<file path="src/rtl/icache_pkg.sv">
`timescale 1ns/1ps
package icache_pkg;

  typedef enum logic {
    FILL_IDLE = 1'b0,
    FILL_BUSY = 1'b1
  } fill_state_e;

  // packed line: valid at the top, then tag, then word 0 down to word N-1
  function automatic int line_bits(input int tag_w, input int words, input int data_w);
    return 1 + tag_w + words * data_w;
  endfunction

endpackage

</file>
<file path="src/rtl/icache_addr_split.sv">
`timescale 1ns/1ps
module icache_addr_split #(
  parameter int ADDR_W = 32,
  parameter int IDX_W  = 2,
  parameter int OFF_W  = 2,
  localparam int TAG_W = ADDR_W - IDX_W - OFF_W - 2
) (
  input  logic [ADDR_W-1:0] addr,
  output logic [TAG_W-1:0]  tag,
  output logic [IDX_W-1:0]  idx,
  output logic [OFF_W-1:0]  wsel
);
  logic [1:0] unused_byte_bits;

  assign unused_byte_bits = addr[1:0];
  assign wsel = addr[OFF_W+1:2];
  assign idx  = addr[IDX_W+OFF_W+1:OFF_W+2];
  assign tag  = addr[ADDR_W-1:ADDR_W-TAG_W];
endmodule

</file>
<file path="src/rtl/icache_line_store.sv">
`timescale 1ns/1ps
module icache_line_store #(
  parameter int LINES  = 4,
  parameter int WORDS  = 4,
  parameter int DATA_W = 32,
  parameter int TAG_W  = 26,
  localparam int IDX_W  = $clog2(LINES),
  localparam int OFF_W  = $clog2(WORDS),
  localparam int LINE_W = icache_pkg::line_bits(TAG_W, WORDS, DATA_W)
) (
  input  logic              clk,
  input  logic              rst_n,
  input  logic [IDX_W-1:0]  rd_idx,
  output logic [LINE_W-1:0] rd_line,
  input  logic [IDX_W-1:0]  wr_idx,
  input  logic              inval_en,
  input  logic              word_en,
  input  logic [OFF_W-1:0]  word_sel,
  input  logic [DATA_W-1:0] word_data,
  input  logic              commit_en,
  input  logic [TAG_W-1:0]  commit_tag
);
  localparam int VALID_BIT = LINE_W - 1;
  localparam int TAG_TOP   = LINE_W - 2;

  logic [LINE_W-1:0] line_rd [LINES];

  for (genvar l = 0; l < LINES; l++) begin : g_line
    logic [LINE_W-1:0] q;
    logic              sel;

    assign sel = (wr_idx == IDX_W'(l));

    always_ff @(posedge clk or negedge rst_n) begin
      if (!rst_n) begin
        q <= '0;
      end else if (sel) begin
        if (inval_en) q[VALID_BIT] <= 1'b0;
        for (int w = 0; w < WORDS; w++) begin
          if (word_en && word_sel == OFF_W'(w))
            q[(WORDS-1-w)*DATA_W +: DATA_W] <= word_data;
        end
        if (commit_en) begin
          q[VALID_BIT]                <= 1'b1;
          q[TAG_TOP -: TAG_W]         <= commit_tag;
        end
      end
    end

    assign line_rd[l] = q;
  end

  assign rd_line = line_rd[rd_idx];
endmodule

</file>
<file path="src/rtl/icache_fill_ctrl.sv">
`timescale 1ns/1ps
module icache_fill_ctrl #(
  parameter int TAG_W = 26,
  parameter int IDX_W = 2,
  parameter int OFF_W = 2,
  localparam int WORDS = 1 << OFF_W,
  localparam int MA_W  = TAG_W + IDX_W + OFF_W
) (
  input  logic             clk,
  input  logic             rst_n,
  input  logic             miss,
  input  logic [TAG_W-1:0] req_tag,
  input  logic [IDX_W-1:0] req_idx,
  output logic             busy,
  output logic             mem_rd_en,
  output logic [MA_W-1:0]  mem_addr,
  output logic [IDX_W-1:0] wr_idx,
  output logic [OFF_W-1:0] wr_sel,
  output logic             inval_en,
  output logic             commit_en,
  output logic [TAG_W-1:0] commit_tag
);
  import icache_pkg::*;

  fill_state_e      state_q;
  logic [OFF_W-1:0] cnt_q;
  logic [TAG_W-1:0] tag_q;
  logic [IDX_W-1:0] idx_q;
  logic             start;
  logic             last;
  logic [TAG_W-1:0] cur_tag;

  assign busy      = (state_q == FILL_BUSY);
  assign start     = !busy && miss;
  assign last      = busy && (cnt_q == OFF_W'(WORDS - 1));
  assign cur_tag   = start ? req_tag : tag_q;
  assign wr_idx    = start ? req_idx : idx_q;
  assign wr_sel    = start ? '0 : cnt_q;
  assign mem_rd_en = start || busy;
  assign mem_addr  = {cur_tag, wr_idx, wr_sel};
  assign inval_en  = start;
  assign commit_en = last;
  assign commit_tag = tag_q;

  always_ff @(posedge clk or negedge rst_n) begin
    if (!rst_n) begin
      state_q <= FILL_IDLE;
      cnt_q   <= '0;
      tag_q   <= '0;
      idx_q   <= '0;
    end else if (start) begin
      state_q <= FILL_BUSY;
      cnt_q   <= OFF_W'(1);
      tag_q   <= req_tag;
      idx_q   <= req_idx;
    end else if (busy) begin
      cnt_q <= cnt_q + 1'b1;
      if (last) state_q <= FILL_IDLE;
    end
  end
endmodule

</file>
<file path="src/rtl/fetch_icache.sv">
`timescale 1ns/1ps
module fetch_icache #(
  parameter int ADDR_W = 32,
  parameter int DATA_W = 32,
  parameter int LINES  = 4,
  parameter int WORDS  = 4,
  localparam int IDX_W  = $clog2(LINES),
  localparam int OFF_W  = $clog2(WORDS),
  localparam int TAG_W  = ADDR_W - IDX_W - OFF_W - 2,
  localparam int MA_W   = ADDR_W - 2,
  localparam int LINE_W = icache_pkg::line_bits(TAG_W, WORDS, DATA_W)
) (
  input  logic              clk,
  input  logic              rst_n,
  input  logic              fetch_valid,
  input  logic [ADDR_W-1:0] fetch_addr,
  output logic              fetch_ready,
  output logic [DATA_W-1:0] fetch_word,
  output logic              mem_rd_en,
  output logic [MA_W-1:0]   mem_addr,
  input  logic [DATA_W-1:0] mem_rdata
);
  logic [TAG_W-1:0]  req_tag;
  logic [IDX_W-1:0]  req_idx;
  logic [OFF_W-1:0]  req_sel;
  logic [LINE_W-1:0] line;
  logic              line_valid;
  logic [TAG_W-1:0]  line_tag;
  logic              hit;
  logic              busy;
  logic [IDX_W-1:0]  wr_idx;
  logic [OFF_W-1:0]  wr_sel;
  logic              inval_en;
  logic              commit_en;
  logic [TAG_W-1:0]  commit_tag;
  logic [DATA_W-1:0] words [WORDS];

  icache_addr_split #(.ADDR_W(ADDR_W), .IDX_W(IDX_W), .OFF_W(OFF_W)) u_split (
    .addr(fetch_addr), .tag(req_tag), .idx(req_idx), .wsel(req_sel)
  );

  icache_line_store #(
    .LINES(LINES), .WORDS(WORDS), .DATA_W(DATA_W), .TAG_W(TAG_W)
  ) u_store (
    .clk(clk), .rst_n(rst_n),
    .rd_idx(req_idx), .rd_line(line),
    .wr_idx(wr_idx), .inval_en(inval_en),
    .word_en(mem_rd_en), .word_sel(wr_sel), .word_data(mem_rdata),
    .commit_en(commit_en), .commit_tag(commit_tag)
  );

  assign line_valid = line[LINE_W-1];
  assign line_tag   = line[LINE_W-2 -: TAG_W];
  assign hit        = line_valid && (line_tag == req_tag);

  icache_fill_ctrl #(.TAG_W(TAG_W), .IDX_W(IDX_W), .OFF_W(OFF_W)) u_fill (
    .clk(clk), .rst_n(rst_n),
    .miss(fetch_valid && !hit),
    .req_tag(req_tag), .req_idx(req_idx),
    .busy(busy), .mem_rd_en(mem_rd_en), .mem_addr(mem_addr),
    .wr_idx(wr_idx), .wr_sel(wr_sel),
    .inval_en(inval_en), .commit_en(commit_en), .commit_tag(commit_tag)
  );

  for (genvar w = 0; w < WORDS; w++) begin : g_word
    assign words[w] = line[(WORDS-1-w)*DATA_W +: DATA_W];
  end

  assign fetch_word  = words[req_sel];
  assign fetch_ready = !busy && (!fetch_valid || hit);
endmodule

</file>
<file path="config.mk">
export PLATFORM = sky130hd
export DESIGN_NAME = fetch_icache
export DESIGN_NICKNAME = d
export VERILOG_FILES = /design/src/rtl/icache_pkg.sv /design/src/rtl/icache_addr_split.sv /design/src/rtl/icache_line_store.sv /design/src/rtl/icache_fill_ctrl.sv /design/src/rtl/fetch_icache.sv
export SDC_FILE = /design/constraint.sdc
export NUM_CORES = 1
export LEC_CHECK = 0
export ABC_AREA = 0
export BUFFER_PORTS_ARGS = -buffer_cell sky130_fd_sc_hd__buf_2
export CORE_MARGIN = 2
export CORE_UTILIZATION = 45
export DETAILED_ROUTE_END_ITERATION = 7
export PLACE_DENSITY = 0.63
export SYNTH_ARGS = -nofsm -noshare
export SYNTH_HDL_FRONTEND = slang
export SYNTH_SLANG_ARGS = --single-unit
</file>
<file path="constraint.sdc">
create_clock -name clk -period 4.2 [get_ports clk]
set_clock_uncertainty 0.15 [all_clocks]
set_input_delay 0.21 -clock clk [delete_from_list [all_inputs] [get_ports clk]]
set_output_delay 0.21 -clock clk [all_outputs]
set_load 0.01 [all_outputs]
</file>
==> results.cfg, run 1 <==
[logic_synthesis]
netlist_instances = 1760
synth_area_leaders = dfrtp_1 55%, mux2_2 22%, mux4_2 13%
postSynthAreaPerCell_um2 = 16.69
ys_ff_latch = 651
synthArstFlopShare = 1.000
ys.warnings.count = 0
yosysSeqAreaShare = 0.5546
syn-num-nets = 1828
netlist_area_um2 = 29370
synth_top_area_cell = dfrtp_1
synth_top_area_frac = 0.5546
ys.flop_type = dfrtp_1
synth_edf_count = 0
synth_cell_type_count = 51

[route]
totalWireLength_um = 67330
firstDrtPassIters = 4
route.detailed.drc = 0
wire_per_inst_um = 23.78
avgViaCountPerCell = 5.676
via_count = 16075
first_iter_violations = 956
ant_nets = 0

[placement]
dp_hpwl_um = 38770
port_buffers = 128
gp_congestion = 0.7127

[final_layout]
final_layout_size_suffix_gt1_frac = 0.5498
syn2layout_area_growth_pct = 16.11
final_common_cell = dfrtp_1
final_nets = 1990
fin_util = 0.5291
layout_common_cells = 651 x dfrtp_1, 578 x mux2_2, 172 x mux4_2
fill_cells = 5204
diodes = 0

[sta]
min_period_over_period = 0.9573
setup_viol = 0
fin_setup_tns_ns = 0
worst_pin_slew_ns = 0.8934
relSlewSlack = 0.4044
maxSlewViolCount = 0
hold_violations = 0
fin_crit_ns = 4.020
whs_ns = 0.2367
max_freq_mhz = 248.7
rsz0062_at_grt = false

[setup_path]
cp.arrival_ns = 3.66
critPathMaxFanout = 34
required_ns = 3.84
crit_type = register to output port
end_kind = output port
start_kind = register

[outcome]
outcome = complete, no violations

[die]
dieArea_um2 = 67330
die_y_um = 259.5
initial_utilization = 0.4556
boundaryPins = 131
core_area_um2 = 64460
rows = 93
dieWidth_um = 259.5

[grt]
grt_pass1_vias = 17486
grt_start_max_net_pins = 152
overflow = 0
antenna_found_initial = 2
gr-usage-all-layers = 0.2063
grt_pass1_wl_um = 106000

[power]
leakage_uw = 0.01448
finalPower_uw = 25600
ir_drop_mv = 0.3520
power.density_nw_per_um2 = 750.5

[clock_network]
cts.sinks = 651
htreeDepth = 3
clk_pin_slew_ns = 0.06
cts-buffers-inserted = 71
cts_tree = built
clockBufferDepth = 3
insertion_delay_ns = 0.61
cts-root-buf = clkbuf_16

[flow_run]
cap_violations = 0

[min_path]
hp-class = input port to register
-- metal layers --
layer	GRT usage	vias to the layer above	part of all wire
met3	0.03349	99	0.039
met5	0	-	0.00040
met1	0.2846	8761	0.44
met2	0.3436	279	0.50
li1	-	6932	-
met4	0.04949	4	0.021
-- worst max-delay path, stage by stage (launching register included) --
cell and delay, ns:
dfrtp_1 0.38, mux4_2 0.49, xnor2_1 0.17, nand4_1 0.17, a2111oi_4 0.09, a311oi_4 0.60
buf_4 0.57, mux2_2 0.41, buf_2 0.17
-- state kept, by name, indices dropped and copies added (netlist names) --
signal,cells
u_fill.idx_q,2
u_store.g_line.q,620
u_fill.commit_tag,26
u_fill.cnt_q,2
u_fill.busy,1
-- final timing paths --
check	startpoint	end	slack (ns)	depth (start not counted)
worst max-delay path	u_store.g_line[2].q[152]$_DFFE_PN0P_	mem_addr[2]	0.18	8
worst min-delay path	fetch_addr[4]	u_store.g_line[0].q[154]$_DFFE_PN0P_	0.24	4
worst max register to register	u_store.g_line[3].q[133]$_DFFE_PN0P_	u_store.g_line[2].q[97]$_DFFE_PN0P_	0.84	8
worst min register to register	u_store.g_line[0].q[154]$_DFFE_PN0P_	u_store.g_line[0].q[154]$_DFFE_PN0P_	0.33	1
max in group asynchronous	rst_n	u_fill.commit_tag[7]$_DFF_PN0_	2.39	4
min in group asynchronous	rst_n	u_store.g_line[0].q[33]$_DFFE_PN0P_	0.43	3
-- power by group --
| group | switching, uW | internal, uW |
|---|---|---|
| Combinational | 3150 | 5020 |
| Sequential | 1650 | 9440 |
| Clock | 2520 | 3830 |
-- stage by stage --
stage	instances	setup WS (ns)	instance area [um2]
floorplan	1760	1.181	29370
global placement	2642	0.4938	31060
detailed placement	2642	0.4400	31060
CTS	2832	0.09147	34090
global route	2832	0.01261	34110
finish	2832	0.1795	34110
-- Yosys cell counts (all sizes together), types with 4 or more instances --
cell type / instances
o21ai: 6
buf: 44
nor2: 14
mux2: 644
dfrtp: 651
xnor2: 18
nand2: 9
nand4: 4
xor2: 10
a21oi: 5
o211ai: 4
mux2i: 29
mux4: 172
nand3: 6
clkbuf: 99
inv: 6
-- kinds of logic after synthesis --
group           share of synthesized area
mux                                0.3925
flops                              0.5546
buf+inv                           0.02369
simple gates                     0.008222
compound gates                    0.01218
xor+xnor                         0.008349
fa+ha+maj                       0.0004259
-- area by class of cell --
| type | count | area (um2) | share of cell area |
|---|---|---|---|
| clock buffers | 108 | 2181 | 0.06394 |
| multi-input cells | 960 | 12510 | 0.3669 |
| clock inverters | 20 | 214.0 | 0.006273 |
| well taps | 855 | 1070 | 0.03137 |
| inverters | 6 | 22.52 | 0.0006604 |
| repair buffers | 232 | 1813 | 0.05316 |
| flip-flops and latches | 651 | 16290 | 0.4777 |
-- repair_timing --
action,4_1_cts,5_1_grt
endpoints found under the setup margin,0,4
hold buffers,62,0
setup buffers,0,0
hold endpoints to repair,767,0
resized for setup,0,1
Power figures use the tool's default switching activity.
==> run 2: changes to the inputs <==
--- a/config.mk
+++ b/config.mk
@@ -10,7 +10,7 @@
 export CORE_MARGIN = 2
 export CORE_UTILIZATION = 45
 export DETAILED_ROUTE_END_ITERATION = 7
-export PLACE_DENSITY = 0.63
+export PLACE_DENSITY_LB_ADDON = 0.2
 export SYNTH_ARGS = -nofsm -noshare
 export SYNTH_HDL_FRONTEND = slang
 export SYNTH_SLANG_ARGS = --single-unit
==> results.cfg, run 2 (synthesis gave the netlist of run 1 again) <==
[setup_path]
r2r_slack_ns = 0.85
rr_worst_depth = 9
crit_path_end = mem_addr[20]
cp.arrival_ns = 3.60
start_kind = register
r2r_start = u_store.g_line[3].q[133]$_DFFE_PN0P_
rr_endpoint = u_store.g_line[1].q[119]$_DFFE_PN0P_
crit_path_start = u_store.g_line[3].q[152]$_DFFE_PN0P_
end_kind = output port
critPathMaxFanout = 32
required_ns = 3.84
crit_type = register to output port

[die]
boundaryPins = 131
core_area_um2 = 64460
die_y_um = 259.5
initial_utilization = 0.4556
dieWidth_um = 259.5
rows = 93
dieArea_um2 = 67330

[outcome]
outcome = complete, no violations

[route]
firstDrtPassIters = 4
totalWireLength_um = 68590
wire_per_inst_um = 24.15
ant_nets = 0
via_count = 16087
route.detailed.drc = 0
avgViaCountPerCell = 5.664
first_iter_violations = 998

[power]
p_switching_uw = 7420
comb_power_share = 0.321
p_sw_frac = 0.2914
leakage_uw = 0.01449
sequentialPowerShare = 0.436
p_int_uw = 18040
ir_drop_mv = 0.4197
clock_power_share = 0.243
power.density_nw_per_um2 = 746.5

[sta]
setup_viol = 0
hold_violations = 0
fin_crit_ns = 3.964
worst_pin_slew_ns = 1.028
maxSlewViolCount = 0
relSlewSlack = 0.3133
fin_setup_tns_ns = 0
min_period_over_period = 0.9439
max_freq_mhz = 252.2
rsz0062_at_grt = false

[clock_network]
cts-buffers-inserted = 71
cts-root-buf = clkbuf_16
insertion_delay_ns = 0.62
post_cts_buffers = 0
htreeDepth = 3
clk_pin_slew_ns = 0.06
clockBufferDepth = 3
cts_tree = built
cts.sinks = 651

[final_layout]
register_area_um2 = 16290
final_nets = 1997
multiInputGateArea_um2 = 12500
largest_reg_flops = 620
top_register = u_store.g_line.q
final_common_cell = dfrtp_1
postLayoutCellArea_um2 = 34100
fin_util = 0.5290
fill_cells = 5277
final_layout_size_suffix_gt1_frac = 0.5549
syn2layout_area_growth_pct = 16.11
layout_common_cells = 651 x dfrtp_1, 578 x mux2_2, 172 x mux4_2

[grt]
grt_start_max_net_pins = 107
grt_pass1_vias = 17423
antenna_found_initial = 2
grt_pass1_wl_um = 108000
gr-usage-all-layers = 0.2113
overflow = 0

[flow_run]
cap_violations = 0

[placement]
dp_hpwl_um = 39770
dpl_cell_area_um2 = 31160
gp_congestion = 0.7471
port_buffers = 128

[min_path]
hp-class = input port to asynchronous set/reset pin
[run 2: worst min path at each step]
| stage | startpoint | to | slack [ns] | cells past startpoint |
|---|---|---|---|---|
| 4_1_cts | rst_n | u_store.g_line[0].q[29]$_DFFE_PN0P_ | 0.18 | 2 |
| 5_1_grt | rst_n | u_store.g_line[0].q[29]$_DFFE_PN0P_ | 0.23 | 2 |
| 6_report | rst_n | u_store.g_line[0].q[29]$_DFFE_PN0P_ | 0.14 | 2 |
| 3_3_place_gp | rst_n | u_store.g_line[0].q[29]$_DFFE_PN0P_ | 0.20 | 1 |
| 3_5_place_dp | rst_n | u_store.g_line[0].q[29]$_DFFE_PN0P_ | 0.21 | 1 |
| 2_1_floorplan | rst_n | u_fill.busy$_DFF_PN0_ | -0.24 | 0 |
[run 2: power groups by stage]
stage / logic, uW / clock network [uW] / registers (uW)
final: 8160 / 6190 / 11100
after global routing: 8800 / 6620 / 11500
after detailed placement: 8230 / 0 / 11200
after floorplan: 6310 / 0 / 10500
after CTS: 8300 / 6360 / 11100
after global placement: 7970 / 0 / 10900
[run 2: area by class of cell]
cell class	instances	area share
flip-flops and latches	651	0.4777
multi-input cells	960	0.3667
clock buffers	97	0.06028
repair buffers	239	0.05525
well taps	855	0.03137
clock inverters	31	0.007998
inverters	6	0.0006604
diodes	1	0.00007338
[run 2: what timing repair did]
action                                  CTS  global route
hold endpoints to repair                641             0
gates resized for setup                   0             1
endpoints found under the setup margin    0            27
hold buffers                             61             0
[run 2: through the flow]
stage	power, uW	setup slack, ns	cells	hold slack, ns
after floorplan	16850	1.181	1760	-0.2356
after global placement	18920	0.5241	2650	0.1957
after detailed placement	19410	0.4638	2650	0.2143
after CTS	25750	0.04310	2839	0.1792
after global routing	26910	0.1047	2839	0.2270
final	25460	0.2357	2840	0.1372
[run 2: worst max-delay path: stages, from the launching register on]
cell and delay [ns]:
dfrtp_1 0.38, mux4_2 0.49, xnor2_1 0.16, nand4_1 0.13, a2111oi_2 0.06, buf_4 0.18, a311oi_4 0.61, buf_6 0.41
mux2_2 0.41, buf_2 0.15
[run 2: routing by layer]
layer | share of wire | GRT usage | up-vias
met1 | 0.45 | 0.3013 | 8781
li1 | - | - | 6918
met5 | 0.00035 | 0 | -
met2 | 0.48 | 0.3383 | 265
met3 | 0.040 | 0.03544 | 119
met4 | 0.024 | 0.05524 | 4
==> run 3: changes to the inputs <==
--- a/config.mk
+++ b/config.mk
@@ -11,6 +11,7 @@
 export CORE_UTILIZATION = 45
 export DETAILED_ROUTE_END_ITERATION = 7
 export PLACE_DENSITY_LB_ADDON = 0.2
+export RECOVER_POWER = 25
 export SYNTH_ARGS = -nofsm -noshare
 export SYNTH_HDL_FRONTEND = slang
 export SYNTH_SLANG_ARGS = --single-unit
==> results.cfg, run 3 (synthesis gave the netlist of run 1 again) <==
[clock_network]
htreeDepth = 3
insertion_delay_ns = 0.62
post_cts_buffers = 0
clk_pin_slew_ns = 0.06
clockBufferDepth = 3
cts_tree = built
cts.sinks = 651
cts-buffers-inserted = 71
cts-root-buf = clkbuf_16

[power]
comb_power_share = 0.321
ir_drop_mv = 0.4224
power.density_nw_per_um2 = 747.4
clock_power_share = 0.243
p_sw_frac = 0.2919
p_switching_uw = 7438
p_int_uw = 18040
sequentialPowerShare = 0.436
leakage_uw = 0.01449

[final_layout]
fill_cells = 5278
diodes = 0
syn2layout_area_growth_pct = 16.06
register_area_um2 = 16290
layout_common_cells = 651 x dfrtp_1, 578 x mux2_2, 172 x mux4_2
final_nets = 1997
largest_reg_flops = 620
final_layout_size_suffix_gt1_frac = 0.5549
fin_util = 0.5288
final_common_cell = dfrtp_1
multiInputGateArea_um2 = 12500
top_register = u_store.g_line.q

[sta]
setup_viol = 0
min_period_over_period = 0.9449
hold_violations = 0
max_freq_mhz = 252.0
relSlewSlack = -1.017
fin_crit_ns = 3.969
worst_pin_slew_ns = 3.025
maxSlewViolCount = 100
rsz0062_at_grt = false
fin_setup_tns_ns = 0

[setup_path]
crit_type = register to output port
max_stage_delay_ns = 0.61
start_kind = register
crit_family = multiplexers
end_kind = output port
cp_slowest_cell = a311oi_4
crit_chain = mux4_2, xnor2_1, nand4_1, a2111oi_2, buf_4, a311oi_4, buf_6, mux2_2, buf_2
critPathMaxFanout = 32
required_ns = 3.84
cp.arrival_ns = 3.61
crit_buf_inv = 3

[grt]
overflow = 0
gr-usage-all-layers = 0.2113
antenna_found_initial = 2
grt_start_max_net_pins = 107
grt_pass1_vias = 17423
grt_pass1_wl_um = 108000

[outcome]
violations = capacitance limit, slew limit
outcome = finished, violations left

[route]
wire_per_inst_um = 24.21
route.detailed.drc = 0
via_count = 16101
ant_nets = 0
totalWireLength_um = 68730
avgViaCountPerCell = 5.671
first_iter_violations = 1026
firstDrtPassIters = 5

[die]
die_y_um = 259.5
initial_utilization = 0.4556
rows = 93
dieWidth_um = 259.5
dieArea_um2 = 67330
core_area_um2 = 64460
boundaryPins = 131

[placement]
dp_hpwl_um = 39770
gp_congestion = 0.7471
port_buffers = 128

[min_path]
hp-class = input port to register

[flow_run]
cap_violations = 1
-- run 3: changes by cell type in the layout (fill, tap and decap cells not counted) --
| cell | delta |
|---|---|
| buf_8 | -1 |
| clkbuf_2 | +1 |
| diode_2 | -1 |
-- run 3: repair_timing --
item	4_1_cts	5_1_grt
hold buffers	61	0
endpoints found under the hold margin	641	0
gates resized for setup	0	1
setup endpoints to repair	0	27
-- run 3: final timing paths --
kind                                                      start                              endpoint  slack, ns  cells after the start
max                        u_store.g_line[3].q[152]$_DFFE_PN0P_                          mem_addr[20]       0.23                      9
min                                              fetch_addr[14]        u_fill.commit_tag[8]$_DFF_PN0_       0.26                      3
max reg2reg                u_store.g_line[3].q[133]$_DFFE_PN0P_  u_store.g_line[1].q[119]$_DFFE_PN0P_       0.86                      9
min reg2reg                u_store.g_line[0].q[154]$_DFFE_PN0P_  u_store.g_line[0].q[154]$_DFFE_PN0P_       0.33                      1
max in group asynchronous                                 rst_n   u_store.g_line[0].q[85]$_DFFE_PN0P_       1.14                      3
min in group asynchronous                                 rst_n   u_store.g_line[0].q[29]$_DFFE_PN0P_       0.98                      2
-- run 3: routing by layer --
layer  GRT usage  share of wire
met5           0        0.00035
met4     0.05524          0.022
met3     0.03544          0.034
met2      0.3383           0.49
met1      0.3013           0.46
-- run 3: cell type report --
class | count | area share
clock buffers | 97 | 0.06030
multi-input cells | 960 | 0.3668
well taps | 855 | 0.03138
inverters | 6 | 0.0006606
clock inverters | 31 | 0.008001
flip-flops and latches | 651 | 0.4779
repair buffers | 239 | 0.05498
-- run 3: per-stage QoR --
stage	power [uW]	instance area, um2	hold slack (ns)	std cells	worst slack [ns]
floorplan	16850	29370	-0.2356	1760	1.181
global placement	18920	31160	0.1957	2650	0.5241
detailed placement	19410	31160	0.2143	2650	0.4638
CTS	25750	34100	0.1792	2839	0.04310
global route	26910	34090	0.2515	2839	0.1047
finish	25480	34090	0.2561	2839	0.2313
-- run 3: worst reg2reg max path, delay by kind of cell, from the launching register on --
family	cells	cell delay, ns
buf+inv	2	0.58
simple gates	1	0.16
xor+xnor	1	0.22
mux	2	0.85
flops	1	0.37
compound gates	3	0.88
-- run 3: power groups by stage --
stage	sequential [uW]	clock (uW)	combinational (uW)
after floorplan	10500	0	6310
after global placement	10900	0	7970
after detailed placement	11200	0	8230
after CTS	11100	6360	8300
after global routing	11500	6620	8800
final	11100	6190	8170
